[config.mk]
export PLATFORM = sky130hd
export DESIGN_NAME = dtmf_status_seq
export DESIGN_NICKNAME = d
export VERILOG_FILES = /design/src/rtl/dtmf_pkg.sv /design/src/rtl/dtmf_mode_gate.sv /design/src/rtl/dtmf_stage_ctrl.sv /design/src/rtl/dtmf_flag_mirror.sv /design/src/rtl/dtmf_status_seq.sv
export SDC_FILE = /design/constraint.sdc
export NUM_CORES = 1
export LEC_CHECK = 0
export BUFFER_PORTS_ARGS = -buffer_cell sky130_fd_sc_hd__buf_2
export CELL_PAD_IN_SITES_DETAIL_PLACEMENT = 2
export CELL_PAD_IN_SITES_GLOBAL_PLACEMENT = 2
export CORE_UTILIZATION = 34
export CTS_BUF_LIST = sky130_fd_sc_hd__clkbuf_8
export CTS_CLUSTER_DIAMETER = 40
export CTS_CLUSTER_SIZE = 25
export DETAILED_ROUTE_END_ITERATION = 12
export HOLD_SLACK_MARGIN = 0.15
export PLACE_DENSITY_LB_ADDON = 0.08
export SLEW_MARGIN = 20
export SYNTH_ARGS = -nofsm -noshare
export SYNTH_HDL_FRONTEND = slang
export SYNTH_HIERARCHICAL = 1
export SYNTH_SLANG_ARGS = --single-unit
[constraint.sdc]
create_clock -name clk -period 4.86 [get_ports clk]
set_input_delay 0.486 -clock clk [delete_from_list [all_inputs] [get_ports clk]]
set_output_delay 0.486 -clock clk [all_outputs]
set_load 0.05 [all_outputs]
[src/rtl/dtmf_pkg.sv]
`timescale 1ns/1ps
package dtmf_pkg;

  typedef enum logic [2:0] {
    ST_SEARCH,
    ST_ARM,
    ST_EARLY,
    ST_TONE,
    ST_GAP
  } stage_t;

  typedef struct packed {
    logic early;
    logic dual;
    logic ontime;
    logic found;
  } flags_t;

  localparam int NUM_CODES = 7;
  localparam logic [NUM_CODES*8-1:0] RUN_CODES =
    {8'h21, 8'h90, 8'h98, 8'h92, 8'h94, 8'h82, 8'h86};

endpackage

[src/rtl/dtmf_mode_gate.sv]
`timescale 1ns/1ps
module dtmf_mode_gate
  import dtmf_pkg::*;
(
  input  logic [7:0] cfg_code,
  output logic       run
);

  logic [NUM_CODES-1:0] hit;

  for (genvar i = 0; i < NUM_CODES; i++) begin : g_code
    assign hit[i] = (cfg_code == RUN_CODES[i*8 +: 8]);
  end

  assign run = |hit;

endmodule

[src/rtl/dtmf_stage_ctrl.sv]
`timescale 1ns/1ps
module dtmf_stage_ctrl
  import dtmf_pkg::*;
#(
  parameter int EARLY_TICKS = 160,
  parameter int DUAL_TICKS  = 88,
  parameter int THR_W       = 16
) (
  input  logic             clk,
  input  logic             rst_n,
  input  logic             run,
  input  logic             tick,
  input  logic             energy,
  input  logic             dual_ok,
  input  logic [3:0]       digit_in,
  input  logic [THR_W-1:0] on_time,
  input  logic [THR_W-1:0] off_time,
  input  logic [THR_W-1:0] cycle_time,
  input  logic             abort,
  input  logic             found_clr,
  output flags_t           flags,
  output logic [3:0]       digit_q
);

  localparam int AW = THR_W + 1;
  localparam logic [AW-1:0] EARLY_AT = AW'(EARLY_TICKS);
  localparam logic [AW-1:0] DUAL_AT  = AW'(EARLY_TICKS + DUAL_TICKS);
  localparam logic [AW-1:0] CNT_MAX  = '1;

  stage_t        stage_q;
  flags_t        flags_q;
  logic [AW-1:0] age_q, gap_q, age_inc, gap_inc;

  assign age_inc = (age_q == CNT_MAX) ? age_q : age_q + 1'b1;
  assign gap_inc = (gap_q == CNT_MAX) ? gap_q : gap_q + 1'b1;

  always_ff @(posedge clk or negedge rst_n) begin
    if (!rst_n) begin
      stage_q <= ST_SEARCH;
      flags_q <= '0;
      age_q   <= '0;
      gap_q   <= '0;
      digit_q <= '0;
    end else if (!run) begin
      stage_q <= ST_SEARCH;
      flags_q <= '0;
      age_q   <= '0;
      gap_q   <= '0;
    end else begin
      if (found_clr) flags_q.found <= 1'b0;
      if (abort) begin
        stage_q        <= ST_SEARCH;
        flags_q.early  <= 1'b0;
        flags_q.dual   <= 1'b0;
        flags_q.ontime <= 1'b0;
        age_q          <= '0;
        gap_q          <= '0;
      end else if (tick) begin
        unique case (stage_q)
          ST_SEARCH: begin
            if (energy) begin
              age_q   <= AW'(1);
              gap_q   <= '0;
              stage_q <= ST_ARM;
            end
          end
          ST_ARM: begin
            if (!energy) begin
              stage_q <= ST_SEARCH;
            end else begin
              age_q <= age_inc;
              if (age_inc == EARLY_AT) begin
                flags_q.early <= 1'b1;
                stage_q       <= ST_EARLY;
              end
            end
          end
          ST_EARLY: begin
            if (!energy || (age_inc == DUAL_AT && !dual_ok)) begin
              flags_q.early <= 1'b0;
              stage_q       <= ST_SEARCH;
            end else begin
              age_q <= age_inc;
              if (age_inc == DUAL_AT) begin
                flags_q.dual <= 1'b1;
                digit_q      <= digit_in;
                stage_q      <= ST_TONE;
              end
            end
          end
          ST_TONE: begin
            if (!energy) begin
              flags_q.early <= 1'b0;
              flags_q.dual  <= 1'b0;
              stage_q       <= ST_SEARCH;
            end else begin
              age_q <= age_inc;
              if (age_inc >= {1'b0, on_time}) begin
                flags_q.ontime <= 1'b1;
                stage_q        <= ST_GAP;
              end
            end
          end
          ST_GAP: begin
            age_q <= age_inc;
            if (energy) begin
              if (gap_q != '0) begin
                flags_q.early  <= 1'b0;
                flags_q.dual   <= 1'b0;
                flags_q.ontime <= 1'b0;
                stage_q        <= ST_SEARCH;
              end
            end else begin
              gap_q <= gap_inc;
              if (gap_inc >= {1'b0, off_time}) begin
                if (age_inc >= {1'b0, cycle_time}) flags_q.found <= 1'b1;
                flags_q.early  <= 1'b0;
                flags_q.dual   <= 1'b0;
                flags_q.ontime <= 1'b0;
                stage_q        <= ST_SEARCH;
              end
            end
          end
          default: stage_q <= ST_SEARCH;
        endcase
      end
    end
  end

  assign flags = flags_q;


  early_on_tick_chk: assert property (@(posedge clk) disable iff (!rst_n)
    $rose(flags_q.early) |-> $past(tick));

  dual_after_early_chk: assert property (@(posedge clk) disable iff (!rst_n)
    $rose(flags_q.dual) |-> $past(flags_q.early));

  ontime_after_dual_chk: assert property (@(posedge clk) disable iff (!rst_n)
    $rose(flags_q.ontime) |-> flags_q.dual);

  found_clears_stages_chk: assert property (@(posedge clk) disable iff (!rst_n)
    $rose(flags_q.found) |-> !flags_q.early && !flags_q.dual && !flags_q.ontime);

endmodule

[src/rtl/dtmf_flag_mirror.sv]
`timescale 1ns/1ps
module dtmf_flag_mirror
  import dtmf_pkg::*;
(
  input  logic       clk,
  input  logic       rst_n,
  input  flags_t     flags,
  output logic [3:0] copy_q
);

  always_ff @(posedge clk or negedge rst_n) begin
    if (!rst_n) copy_q <= '0;
    else        copy_q <= flags;
  end


  copy_lag_chk: assert property (@(posedge clk) disable iff (!rst_n)
    copy_q == $past(flags));

endmodule

[src/rtl/dtmf_status_seq.sv]
`timescale 1ns/1ps
module dtmf_status_seq
  import dtmf_pkg::*;
#(
  parameter int EARLY_TICKS = 160,
  parameter int DUAL_TICKS  = 88,
  parameter int THR_W       = 16
) (
  input  logic             clk,
  input  logic             rst_n,
  input  logic             tick,
  input  logic             energy,
  input  logic             dual_ok,
  input  logic [3:0]       digit_in,
  input  logic [THR_W-1:0] on_time,
  input  logic [THR_W-1:0] off_time,
  input  logic [THR_W-1:0] cycle_time,
  input  logic [7:0]       cfg_code,
  input  logic             clr_en,
  input  logic [7:0]       clr_data,
  output logic [7:0]       status,
  output logic [3:0]       flag_copy
);

  logic       run, abort, found_clr;
  flags_t     flags;
  logic [3:0] digit_q;

  dtmf_mode_gate u_gate (
    .cfg_code (cfg_code),
    .run      (run)
  );

  assign abort = clr_en && ((clr_data[6] && flags.dual) || (clr_data[5] && flags.ontime));
  assign found_clr = clr_en && clr_data[4];

  dtmf_stage_ctrl #(
    .EARLY_TICKS (EARLY_TICKS),
    .DUAL_TICKS  (DUAL_TICKS),
    .THR_W       (THR_W)
  ) u_ctrl (
    .clk        (clk),
    .rst_n      (rst_n),
    .run        (run),
    .tick       (tick),
    .energy     (energy),
    .dual_ok    (dual_ok),
    .digit_in   (digit_in),
    .on_time    (on_time),
    .off_time   (off_time),
    .cycle_time (cycle_time),
    .abort      (abort),
    .found_clr  (found_clr),
    .flags      (flags),
    .digit_q    (digit_q)
  );

  dtmf_flag_mirror u_mirror (
    .clk    (clk),
    .rst_n  (rst_n),
    .flags  (flags),
    .copy_q (flag_copy)
  );

  assign status = {flags, digit_q};


  idle_when_off_chk: assert property (@(posedge clk) disable iff (!rst_n)
    !run |=> status[7:4] == 4'h0);

  abort_clears_chk: assert property (@(posedge clk) disable iff (!rst_n)
    run && abort |=> status[7:5] == 3'b000);

endmodule

---- Word-level counts from Yosys, hierarchy flattened ----
Cells that the tools add are included.
word-level totals
  bits in registers ....................... 49
  output and inout port bits .............. 12
  word-level logic and storage cells ...... 124
  input port bits ......................... 74
operators by class
  equal/unequal tests ..................... 37
  add/subtract/negate cells ............... 2
  muxes and demuxes ....................... 51
  magnitude comparators ................... 3
  bitwise gates (word level) .............. 2
  reduce and logical (&&, ||, !) cells .... 20
operators by type and width
  cell                                                  count
  2-to-1 mux 17 bit                                     13
  case mux 17 bit (4 select lines)                      1
  != test 4 bit, second input constant                  13
  >= comparator 17 x 16 -> 1 bit                        3
  equality test 8 bit, second input constant            6
  2-to-1 mux 3 bit                                      15
  adder 17 x 1 -> 17 bit, second input constant         2
  equality test 17 bit, second input constant           2
  equality test 17 x 8 -> 1 bit, second input constant  2
  case mux 17 bit (2 select lines)                      1
  != test 5 bit, second input constant                  6
  nonzero test 17 bit                                   1
  case mux 3 bit (5 select lines)                       1
  AND reduction 7 bit                                   2
  2-to-1 mux 1 bit                                      13
  2-to-1 mux 4 bit                                      3
  != test 6 bit, second input constant                  2
  AND reduction 6 bit                                   2
  equality test 8 x 6 -> 1 bit, second input constant   1
  AND reduction 8 bit                                   1
  OR reduction 7 bit                                    1
  equality test 3 x 2 -> 1 bit, second input constant   2
  logical AND 1 bit                                     5
  AND reduction 5 bit                                   1
  other kinds (13)                                      16

---- Logic depth before layout (Yosys ltp) ----
Gate-level depths: netlist of the first run.
  depth after elaboration ................. 10
  depth in mapped cells ................... 17

---- Modules after synthesis ----
Netlist of the first run, hierarchy kept.
modules (own cells, without submodules)
  module            times used  cells each  area an instance (um^2)  sequential area each (um^2)
  dtmf_stage_ctrl   1           562         4555.6                   1126.1
  dtmf_flag_mirror  1           4           100.1                    100.1
  dtmf_mode_gate    1           9           63.8                     0.0
  dtmf_status_seq   1           3           20.0                     0.0

---- Worst setup path before layout of the first run ----
No wires, ideal clock.
  path type ............................... register -> register
  start point ............................. register u_ctrl.gap_q[0]
  end point ............................... register u_ctrl.flags_q (netlist bit u_ctrl/flags[3])
  stages on the path, launching flop included .. 17
  required time ........................... 4.735 ns
  buffers on the path ..................... 0
  slack ................................... 0.410 ns
  setup time .............................. 0.125 ns
  arrival time ............................ 4.326 ns
  path through ............................ dfrtp_1 -> ha_1 -> nand4_1 -> nor4_1 -> a311oi_1 -> and3_1 -> and3_1 -> xor2_1 -> ha_1 -> a21oi_1 -> a2bb2oi_1 -> a21oi_1 -> or4_1 -> a2111oi_0 -> nor2_1 -> nand4_1 -> mux2_2
between the ends
  cells in the longest elaborated chain, start to end .. 5
ends and longest elaborated chain
  element                                                         line                    text
  from (decl)                                                     dtmf_stage_ctrl.sv:32   logic [AW-1:0] age_q, gap_q, age_inc, gap_inc;
  from (signal assigned)                                          dtmf_stage_ctrl.sv:114  gap_q <= gap_inc;
  adder 17 x 1 -> 17 bit or equality test 17 bit (tied branches)  dtmf_stage_ctrl.sv:35   assign gap_inc = (gap_q == CNT_MAX) ? gap_q : gap_q + 1'b1;
  2-to-1 mux 17 bit                                               dtmf_stage_ctrl.sv:35
  >= comparator 17 x 16 -> 1 bit                                  dtmf_stage_ctrl.sv:115  if (gap_inc >= {1'b0, off_time}) begin
  != test 5 bit (no source line)                                  --
  AND reduction 8 bit (no source line) (*)                        --
  to (decl)                                                       dtmf_stage_ctrl.sv:31   flags_t flags_q;
Every way passes the cells marked *; elsewhere a longest branch is shown, timed or not.
A chain may end at the register's enable or synchronous reset.

---- Worst setup path after layout of the first run ----
  start point ............................. register u_ctrl.gap_q[1]
  end point ............................... register u_ctrl.flags_q (netlist bit u_ctrl/flags[3])
Same word-level chain as after synthesis.

==> reports/results.tsv, run 1 <==
stage	metric	value	unit
detailed_routing	wl_per_cell	19.0	um
global_routing	grt_overflow	0	
finish	diodes	0	
yosys	netlist_area	4740	um^2
pwr	total_power	757	uW
die	fp.dieW	120	um
detailed_routing	viasPerCell	5.71	
setup_path	cp-startpoint	u_ctrl/gap_q[1]$_DFFE_PN0P_	
sta	skew	17.2	ps
sta	hold_ws	275	ps
yosys	synth_area_leader_cell	dfrtp_1	
die	dieArea	14400	um^2
finish	fillers	1551	
setup_path	crit_fanout	6	
sta	setup_tns	0	ps
hold_path	holdCritPathClass	in -> async	
die	core_area	13400	um^2
die	start_util	0.354	
sta	final-hold-violation-count	0	
pwr	powerDensity	139	nW/um^2
place	place_congestion	0.889	
clock_tree	clk-insertion-delay-late	330	ps
setup_path	r2r_end	u_ctrl/flags[3]$_DFFE_PN0P_	
setup_path	critical_path_class	reg -> reg	
place	portBuffers	80	
yosys	ys.flop_type	dfrtp_1	
yosys	synth.top_cell.area_share	0.259	
clock_tree	clk_pin_slew_worst_paths	110	ps
detailed_routing	initialDrtViolationCount	204	
yosys	ys_seq_elements	49	
die	num_rows	42	
pwr	max-vdd-ir-drop	0.0866	mV
clock_tree	cts_setup_buffers	0	
place	placed_cells	821	
setup_path	crit_arrival	4810	ps
sta	rsz0062_at_grt	false	
yosys	synthCells	578	
setup_path	r2r_cells	18	
setup_path	cp-start-kind	flop	
detailed_routing	num_vias	4735	
clock_tree	root_buffer	clkbuf_8	
global_routing	grt_usage	0.227	
die	fp.dieH	120	um
clock_tree	cts_tree	yes	
finish	layoutNonFillerInstCount	829	
yosys	yosys_warnings	6	
die	io_pins	86	
setup_path	cp.required	5070	ps
detailed_routing	ant_nets	0	
finish	syn2layout_area_growth	15.1	%
clock_tree	cts_made_buffers	5	
detailed_routing	routed_wl	15.8	mm
finish	nets	777	
outcome	outcome	complete, no violations	
yosys	ys_seq_area_frac	0.259	
yosys	synth_area_leaders	dfrtp_1 (26%), ha_1 (13%), nand2_1 (4.4%), inv_1 (4.0%), a21oi_1 (3.5%)	
detailed_routing	drt-pass1-iter-count	4	
global_routing	grt_start_max_net_pins	50	
place	hpwlAfterDp	12.4	mm
yosys	yosys-top-cells-count	nand2_1 (56), ha_1 (51), inv_1 (51)	
setup_path	crit_end	u_ctrl/flags[3]$_DFFE_PN0P_	
clock_tree	h-tree-depth	2	
yosys	ys_types	67	
pwr	p_leak	0.00282	uW
sta	slew_headroom	0.265	
sta	fmax	0.217	GHz
sta	slew_viol_final	0	
setup_path	r2r_setup_slack	260	ps
finish	layout-drive-gt1-share	0.204	
clock_tree	cts_sinks	49	
job	maxCapViolations	0	
global_routing	first_global_vias	4972	
detailed_routing	drc_errors	0	
clock_tree	ctsLongestPathBuffers	2	
yosys	syn_area_per_cell	8.20	um^2
setup_path	endpoint_kind	flop	
yosys	async_reset_ff_frac	1.00	
sta	tightest_slew	1100	ps
global_routing	grt_pass1_wl	25.8	mm
sta	finalSetupViolCount	0	
global_routing	antenna_found_initial	0	
sta	finalCritPeriodShare	0.947	
yosys	synth_edf_count	0	
yosys	syn_nets	703	
sta	timing.final.crit_period	4600	ps
setup_path	r2r-start	u_ctrl/gap_q[1]$_DFFE_PN0P_	
yosys	yosysMostFrequentCell	nand2_1	
==> final cells by class <==
| cell class | instances | area, um^2 | share of cell area |
|---|---|---|---|
| Multi-Input combinational cell | 450 | 3230 | 0.591 |
| Timing Repair Buffer | 94 | 505 | 0.0926 |
| Inverter | 52 | 195 | 0.0358 |
| Tap cell | 176 | 220 | 0.0404 |
| Clock buffer | 5 | 68.8 | 0.0126 |
| Clock inverter | 3 | 13.8 | 0.00252 |
| Sequential cell | 49 | 1230 | 0.225 |
==> repair_timing <==
item	4_1_cts	5_1_grt
gates resized for setup	1	8
endpoints found under the setup margin	5	6
hold buffers	0	0
==> routing by layer <==
layer / up-vias / track usage / wire [um]
met1: 2393 / 0.293 / 7280
met4: 0 / 0.0414 / 155
met2: 72 / 0.408 / 7930
met3: 9 / 0.0228 / 401
met5: - / 0 / 0
li1: 2261 / - / -
==> sequential cells by signal (all words and copies together), names as in the netlist <==
signal,cells
u_ctrl/digit_q,4
u_ctrl/stage_q,3
u_ctrl/age_q,17
u_ctrl/gap_q,17
u_mirror/copy_q,4
u_ctrl/flags,4
==> stage by stage <==
stage / area, um^2 / worst slack, ps / utilization
2_1_floorplan: 4740 / 410 / -
3_3_place_gp: 5340 / 254 / 0.398
3_5_place_dp: 5340 / -17.1 / 0.398
4_1_cts: 5430 / 33.9 / 0.405
5_1_grt: 5460 / 0.142 / 0.407
6_report: 5460 / 256 / 0.407
==> layout by cell type (no fill, tap or decap), drive strengths merged, types with 9 or more instances in the layout <==
| cell | count |
|---|---|
| nor3 | 11 |
| buf | 94 |
| xnor2 | 13 |
| nand2 | 56 |
| a21o | 12 |
| nor2 | 36 |
| nand3 | 28 |
| xor2 | 13 |
| a22o | 14 |
| o21ai | 29 |
| ha | 51 |
| and3 | 9 |
| a21oi | 33 |
| dfrtp | 49 |
| inv | 52 |
| nand4 | 18 |
==> how the worst min path moves through the flow <==
stage,start,endpoint,slack (ps),cells after the start
finish,rst_n,u_mirror/copy_q[3]$_DFF_PN0_,280,2
global route,rst_n,u_mirror/copy_q[3]$_DFF_PN0_,330,2
CTS,rst_n,u_mirror/copy_q[3]$_DFF_PN0_,310,2
detailed placement,u_ctrl/flags[3]$_DFFE_PN0P_,u_mirror/copy_q[3]$_DFF_PN0_,390,0
global placement,u_ctrl/flags[0]$_DFF_PN0_,u_mirror/copy_q[0]$_DFF_PN0_,380,0
floorplan,rst_n,u_ctrl/age_q[0]$_DFFE_PN0P_,190,0
==> worst max-delay path, stage by stage (launching register included) <==
cell       delay, ps
dfrtp_1          460
ha_2             270
nand4_1          120
nor4_2           370
buf_4            210
a311oi_1         110
and3_1           280
and3_1           250
xor2_1           160
ha_1             180
a21oi_1          140
a2bb2oi_1        180
a21oi_1          100
or4_1            590
a2111oi_2        390
buf_4            180
nor2_1            50
nand4_1           90
mux2_2           340
==> logic make-up (layout without fill, tap and decap cells) <==
| logic type | after synthesis | in the layout | share of synthesized area |
|---|---|---|---|
| AND/OR/NAND/NOR | 220 | 220 | 0.255 |
| AO/OA/AOI/OAI | 146 | 146 | 0.212 |
| buffers and inverters | 79 | 154 | 0.0710 |
| adder cells (fa/ha/maj) | 51 | 51 | 0.135 |
| flip-flops | 49 | 49 | 0.259 |
| XOR/XNOR | 26 | 26 | 0.0480 |
| multiplexers | 7 | 7 | 0.0206 |
==> power by group <==
group / total [uW] / leakage, uW / internal [uW] / switching, uW
logic: 92.0 / 0.00209 / 40.4 / 51.6
clock network: 256 / 0.0000491 / 98.5 / 158
registers: 409 / 0.000683 / 408 / 1.02
total: 757 / 0.00282 / 547 / 210
Power figures use the tool's default switching activity.
==> run 2: changes to the inputs <==
--- a/config.mk
+++ b/config.mk
@@ -8,12 +8,13 @@
 export BUFFER_PORTS_ARGS = -buffer_cell sky130_fd_sc_hd__buf_2
 export CELL_PAD_IN_SITES_DETAIL_PLACEMENT = 2
 export CELL_PAD_IN_SITES_GLOBAL_PLACEMENT = 2
+export CORE_MARGIN = 2
 export CORE_UTILIZATION = 34
 export CTS_BUF_LIST = sky130_fd_sc_hd__clkbuf_8
 export CTS_CLUSTER_DIAMETER = 40
 export CTS_CLUSTER_SIZE = 25
 export DETAILED_ROUTE_END_ITERATION = 12
-export HOLD_SLACK_MARGIN = 0.15
+export HOLD_SLACK_MARGIN = 0.05
 export PLACE_DENSITY_LB_ADDON = 0.08
 export SLEW_MARGIN = 20
 export SYNTH_ARGS = -nofsm -noshare
==> run 2 against run 1 <==
  * Critical path type unchanged
  * Via count up 1.5%
  * Non-clock buffer count up 4
  * Critical path depth did not move
  * Largest cell class unchanged
==> reports/results.tsv, run 2 (synthesis results as in run 1) <==
stage	metric	value	unit	change
outcome	outcome	complete, no violations		
finish	final_cell_mix	buf_2 (80), nand2_1 (56), inv_1 (54)		
finish	nets	781		+0.51%
detailed_routing	num_vias	4804		+1.5%
place	hpwlAfterDp	12.8	mm	+3.1%
detailed_routing	initialDrtViolationCount	187		-8.3%
clock_tree	cts_tree	yes		
finish	layout_commonest_cell	buf_2		
clock_tree	root_buffer	clkbuf_8		
detailed_routing	ant_nets	0		unchanged
finish	diodes	0		unchanged
clock_tree	cts_hold_buffers	0		unchanged
clock_tree	clk-insertion-delay-late	330	ps	about the same
die	fp.dieH	122	um	+1.7%
pwr	max-vdd-ir-drop	0.0814	mV	-6.0%
detailed_routing	drt-pass1-iter-count	4		unchanged
finish	syn2layout_area_growth	15.7	%	
finish	layout-drive-gt1-share	0.201		-0.00276
global_routing	grt_overflow	0		unchanged
detailed_routing	wl_per_cell	19.4	um	+2.0%
setup_path	crit_fanout	6		unchanged
setup_path	cpPeakStageDelay	580	ps	about the same
sta	finalSetupViolCount	0		unchanged
sta	tightest_slew	1080	ps	-16.4 ps
finish	layoutNonFillerInstCount	837		+0.97%
place	portBuffers	80		unchanged
job	maxCapViolations	0		unchanged
setup_path	cp-start-kind	flop		
die	core_area	13800	um^2	+2.8%
die	num_rows	43		+2.4%
sta	finalCritPeriodShare	0.940		-0.00728
setup_path	critical_path.cell_chain	ha_1 -> nand4_1 -> nor4_2 -> buf_4 -> nand3_1 -> nand4_1 -> nor4_2 -> xor2_1 -> ha_1 -> nand2_1 -> a2bb2oi_1 -> a21oi_1 -> or4_1 -> a2111oi_0 -> buf_4 -> nor2_1 -> nand4_1 -> mux2_2		
global_routing	grt_usage	0.227		about the same
sta	setup_tns	0	ps	unchanged
setup_path	path_common_cell	nand4_1		
sta	fmax	0.219	GHz	+0.77%
hold_path	holdCritPathClass	in -> async		
detailed_routing	drc_errors	0		unchanged
die	fp.dieW	122	um	+1.7%
setup_path	crit_arrival	4780	ps	-30 ps
die	io_pins	86		unchanged
setup_path	cp_top_family	simple AND/OR/NAND/NOR gates		
pwr	p_leak	0.00287	uW	+1.7%
global_routing	first_global_vias	5070		+2.0%
finish	top_regs	u_ctrl/age_q x17, u_ctrl/gap_q x17		
sta	final-hold-violation-count	0		unchanged
clock_tree	cts_setup_buffers	0		unchanged
sta	timing.final.crit_period	4570	ps	-35.4 ps
setup_path	cpMaxStageDelayCell	or4_1		
sta	skew	12.7	ps	-4.53 ps
place	placed_cells	829		+0.97%
place	place_area	5370	um^2	+0.66%
detailed_routing	viasPerCell	5.74		+0.49%
detailed_routing	routed_wl	16.2	mm	+3.0%
global_routing	grt_pass1_wl	26.6	mm	+3.1%
setup_path	critical_path_class	reg -> reg		
clock_tree	clk_pin_slew_worst_paths	100	ps	about the same
finish	final_core_util	0.398		-0.00903
clock_tree	cts_sinks	49		unchanged
sta	slew_viol_final	0		unchanged
global_routing	grt_start_max_net_pins	50		unchanged
clock_tree	cts_made_buffers	5		unchanged
finish	design_area	5480	um^2	+0.50%
place	place_congestion	0.849		-4.5%
die	start_util	0.344		-0.00957
global_routing	antenna_found_initial	0		unchanged
die	dieArea	14900	um^2	+3.4%
setup_path	critPathBufInv	2		unchanged
clock_tree	ctsLongestPathBuffers	2		unchanged
setup_path	endpoint_kind	flop		
clock_tree	h-tree-depth	2		unchanged
pwr	total_power	757	uW	about the same
sta	slew_headroom	0.276		+0.0110
sta	rsz0062_at_grt	false		
setup_path	cp.required	5070	ps	about the same
pwr	powerDensity	138	nW/um^2	-0.51%
run 2: cell type report:
cell class / count / area [um^2]
Inverter: 52 / 195
Sequential cell: 49 / 1230
Multi-Input combinational cell: 450 / 3220
Clock inverter: 3 / 11.3
Fill cell: 1612 / 8290
Tap cell: 180 / 225
Timing Repair Buffer: 98 / 536
Clock buffer: 5 / 68.8
run 2: worst paths after layout:
| kind | from | endpoint | slack [ps] | depth (start not counted) |
|---|---|---|---|---|
| worst min-delay path | rst_n | u_ctrl/age_q[13]$_DFFE_PN0P_ | 290 | 2 |
| max in group asynchronous | rst_n | u_ctrl/gap_q[7]$_DFFE_PN0P_ | 4110 | 2 |
| worst min register to register | u_ctrl/flags[0]$_DFF_PN0_ | u_mirror/copy_q[0]$_DFF_PN0_ | 400 | 0 |
| worst max register to register | u_ctrl/gap_q[1]$_DFFE_PN0P_ | u_ctrl/flags[3]$_DFFE_PN0P_ | 290 | 18 |
| worst max-delay path | u_ctrl/gap_q[1]$_DFFE_PN0P_ | u_ctrl/flags[3]$_DFFE_PN0P_ | 290 | 18 |
| min in group clk | digit_in[1] | u_ctrl/digit_q[1]$_DFFE_PN0P_ | 390 | 2 |
run 2: power by group:
part / internal, uW / leakage (uW) / switching, uW
clock: 97.0 / 0.0000519 / 158
sequential: 408 / 0.000685 / 1.20
combinational: 40.5 / 0.00213 / 52.4
run 2: routing by layer:
layer	part of all wire	global-route usage	vias to the layer above
met5	0	0	-
met1	0.45	0.298	2437
li1	-	-	2261
met2	0.50	0.401	93
met3	0.033	0.0248	13
met4	0.010	0.0453	0
run 2: per-stage QoR:
step	setup WS, ps	hold WS, ps
floorplan	410	190
global placement	244	375
detailed placement	41.8	382
CTS	137	310
global route	48.1	337
finish	291	285
run 2: what timing repair did:
| item | in CTS | in global routing |
|---|---|---|
| endpoints found under the setup margin | 3 | 5 |
| gates resized for setup | 1 | 5 |
| hold endpoints to repair | 0 | 0 |
==> run 3: changes to the inputs <==
--- a/config.mk
+++ b/config.mk
@@ -16,6 +16,7 @@
 export DETAILED_ROUTE_END_ITERATION = 12
 export HOLD_SLACK_MARGIN = 0.05
 export PLACE_DENSITY_LB_ADDON = 0.08
+export RECOVER_POWER = 50
 export SLEW_MARGIN = 20
 export SYNTH_ARGS = -nofsm -noshare
 export SYNTH_HDL_FRONTEND = slang
==> run 3 against run 2 <==
  * The flow now finishes with violations (max-capacitance violations, max-slew violations)
  * Die area is the same
  * Sequential share of layout area is essentially flat
  * Power is essentially flat
==> reports/results.tsv, run 3 (synthesis results as in run 1) <==
stage	metric	value	unit	change
finish	nets	781		unchanged
clock_tree	cts_sinks	49		unchanged
place	hpwlAfterDp	12.8	mm	unchanged
sta	finalCritPeriodShare	0.939		about the same
setup_path	crit_fanout	6		unchanged
sta	hold_ws	392	ps	+107 ps
die	core_area	13800	um^2	unchanged
hold_path	holdCritPathClass	in -> reg		
setup_path	cpMaxStageDelayCell	or4_1		
global_routing	grt_usage	0.227		unchanged
detailed_routing	routed_wl	16.2	mm	unchanged
sta	tightest_slew	2930	ps	+1850 ps
sta	timing.final.crit_period	4560	ps	-4.00 ps
global_routing	first_global_vias	5070		unchanged
finish	fillers	1612		unchanged
global_routing	grt_overflow	0		unchanged
global_routing	grt_pass1_wl	26.6	mm	unchanged
sta	setup_tns	0	ps	unchanged
place	place_area	5370	um^2	unchanged
place	portBuffers	80		unchanged
outcome	violations	max-capacitance violations, max-slew violations		
detailed_routing	viasPerCell	5.74		about the same
outcome	outcome	finished, violations left		
clock_tree	root_buffer	clkbuf_8		
die	start_util	0.344		unchanged
detailed_routing	initialDrtViolationCount	187		unchanged
die	io_pins	86		unchanged
die	fp.dieW	122	um	unchanged
sta	rsz0062_at_grt	false		
setup_path	path_common_cell	nand4_1		
die	fp.dieH	122	um	unchanged
finish	layoutNonFillerInstCount	837		unchanged
setup_path	cp.required	5070	ps	about the same
detailed_routing	drc_errors	0		unchanged
finish	layout_commonest_cell	buf_2		
global_routing	grt_start_max_net_pins	50		unchanged
pwr	max-vdd-ir-drop	0.0814	mV	about the same
pwr	powerDensity	138	nW/um^2	about the same
sta	slew_viol_final	50		+50
setup_path	critical_path_class	reg -> reg		
sta	final-hold-violation-count	0		unchanged
finish	design_area	5480	um^2	-0.11%
detailed_routing	num_vias	4803		-0.021%
clock_tree	cts_made_buffers	5		unchanged
setup_path	cpPeakStageDelay	570	ps	about the same
clock_tree	h-tree-depth	2		unchanged
setup_path	endpoint_kind	flop		
detailed_routing	wl_per_cell	19.4	um	unchanged
die	num_rows	43		unchanged
clock_tree	cts_tree	yes		
detailed_routing	drt-pass1-iter-count	4		unchanged
setup_path	critical_path.cell_chain	ha_1 -> nand4_1 -> nor4_2 -> buf_4 -> nand3_1 -> nand4_1 -> nor4_2 -> xor2_1 -> ha_1 -> nand2_1 -> a2bb2oi_1 -> a21oi_1 -> or4_1 -> a2111oi_0 -> buf_4 -> nor2_1 -> nand4_1 -> mux2_2		
setup_path	crit_arrival	4780	ps	about the same
setup_path	cp-start-kind	flop		
sta	fmax	0.219	GHz	about the same
place	place_congestion	0.849		unchanged
finish	top_regs	u_ctrl/age_q x17, u_ctrl/gap_q x17		
clock_tree	clk_pin_slew_worst_paths	100	ps	about the same
clock_tree	ctsLongestPathBuffers	2		unchanged
finish	syn2layout_area_growth	15.6	%	
detailed_routing	ant_nets	0		unchanged
pwr	p_leak	0.00286	uW	-0.43%
sta	finalSetupViolCount	0		unchanged
die	dieArea	14900	um^2	unchanged
global_routing	antenna_found_initial	0		unchanged
finish	layout-drive-gt1-share	0.196		-0.00457
sta	slew_headroom	-0.955		-1.23
sta	skew	12.6	ps	-0.0884 ps
job	maxCapViolations	1		+1
place	placed_cells	829		unchanged
finish	final_cell_mix	buf_2 (78), nand2_1 (56), inv_1 (54)		
clock_tree	cts_setup_buffers	0		unchanged
finish	diodes	0		unchanged
clock_tree	clk-insertion-delay-late	330	ps	about the same
-- run 3: repair_timing --
action                     in CTS  in global routing
hold buffers                    0                  0
setup endpoints to repair       3                  5
gates resized for setup         1                  5
-- run 3: path summary, 6_finish.rpt --
kind | startpoint | endpoint | slack [ps] | depth (start not counted)
max | u_ctrl/gap_q[1]$_DFFE_PN0P_ | u_ctrl/flags[3]$_DFFE_PN0P_ | 300 | 18
min | digit_in[1] | u_ctrl/digit_q[1]$_DFFE_PN0P_ | 390 | 2
max reg2reg | u_ctrl/gap_q[1]$_DFFE_PN0P_ | u_ctrl/flags[3]$_DFFE_PN0P_ | 300 | 18
min reg2reg | u_ctrl/flags[0]$_DFF_PN0_ | u_mirror/copy_q[0]$_DFF_PN0_ | 400 | 0
max in group asynchronous | rst_n | u_ctrl/gap_q[7]$_DFFE_PN0P_ | 2000 | 2
min in group asynchronous | rst_n | u_ctrl/age_q[13]$_DFFE_PN0P_ | 1210 | 2
-- run 3: worst max-delay path: cells and delay by family (launching register included) --
kind | cells | cell delay, ps
simple gates | 9 | 1820
compound gates | 3 | 760
fa+ha+maj | 2 | 510
flops | 1 | 430
buf+inv | 2 | 400
mux | 1 | 350
xor+xnor | 1 | 170
-- run 3: final cells by class --
class	count	area, um^2	share of cell area
clock buffer	5	68.8	0.0126
multi-input combinational	450	3220	0.588
timing repair buffer	98	529	0.0966
sequential	49	1230	0.224
inverter	52	195	0.0356
clock inverter	3	11.3	0.00206
tap	180	225	0.0411
-- run 3: report_power, final --
| group | internal [uW] | leakage (uW) | switching (uW) |
|---|---|---|---|
| clock network | 96.9 | 0.0000519 | 158 |
| logic | 40.1 | 0.00212 | 52.4 |
| registers | 408 | 0.000685 | 1.20 |
| total | 545 | 0.00286 | 211 |
-- run 3: metal layers --
layer / up-vias / track usage / routed length [um]
li1: 2261 / - / -
met1: 2438 / 0.298 / 7370
met2: 91 / 0.401 / 8150
met3: 13 / 0.0248 / 545
met4: 0 / 0.0453 / 163
met5: - / 0 / 0
-- run 3: per-stage QoR --
| step | utilization | total power [uW] | setup slack (ps) |
|---|---|---|---|
| floorplan | - | 456 | 410 |
| global placement | 0.390 | 505 | 244 |
| detailed placement | 0.390 | 512 | 41.8 |
| CTS | 0.396 | 771 | 137 |
| global route | 0.398 | 793 | 48.1 |
| finish | 0.398 | 757 | 295 |
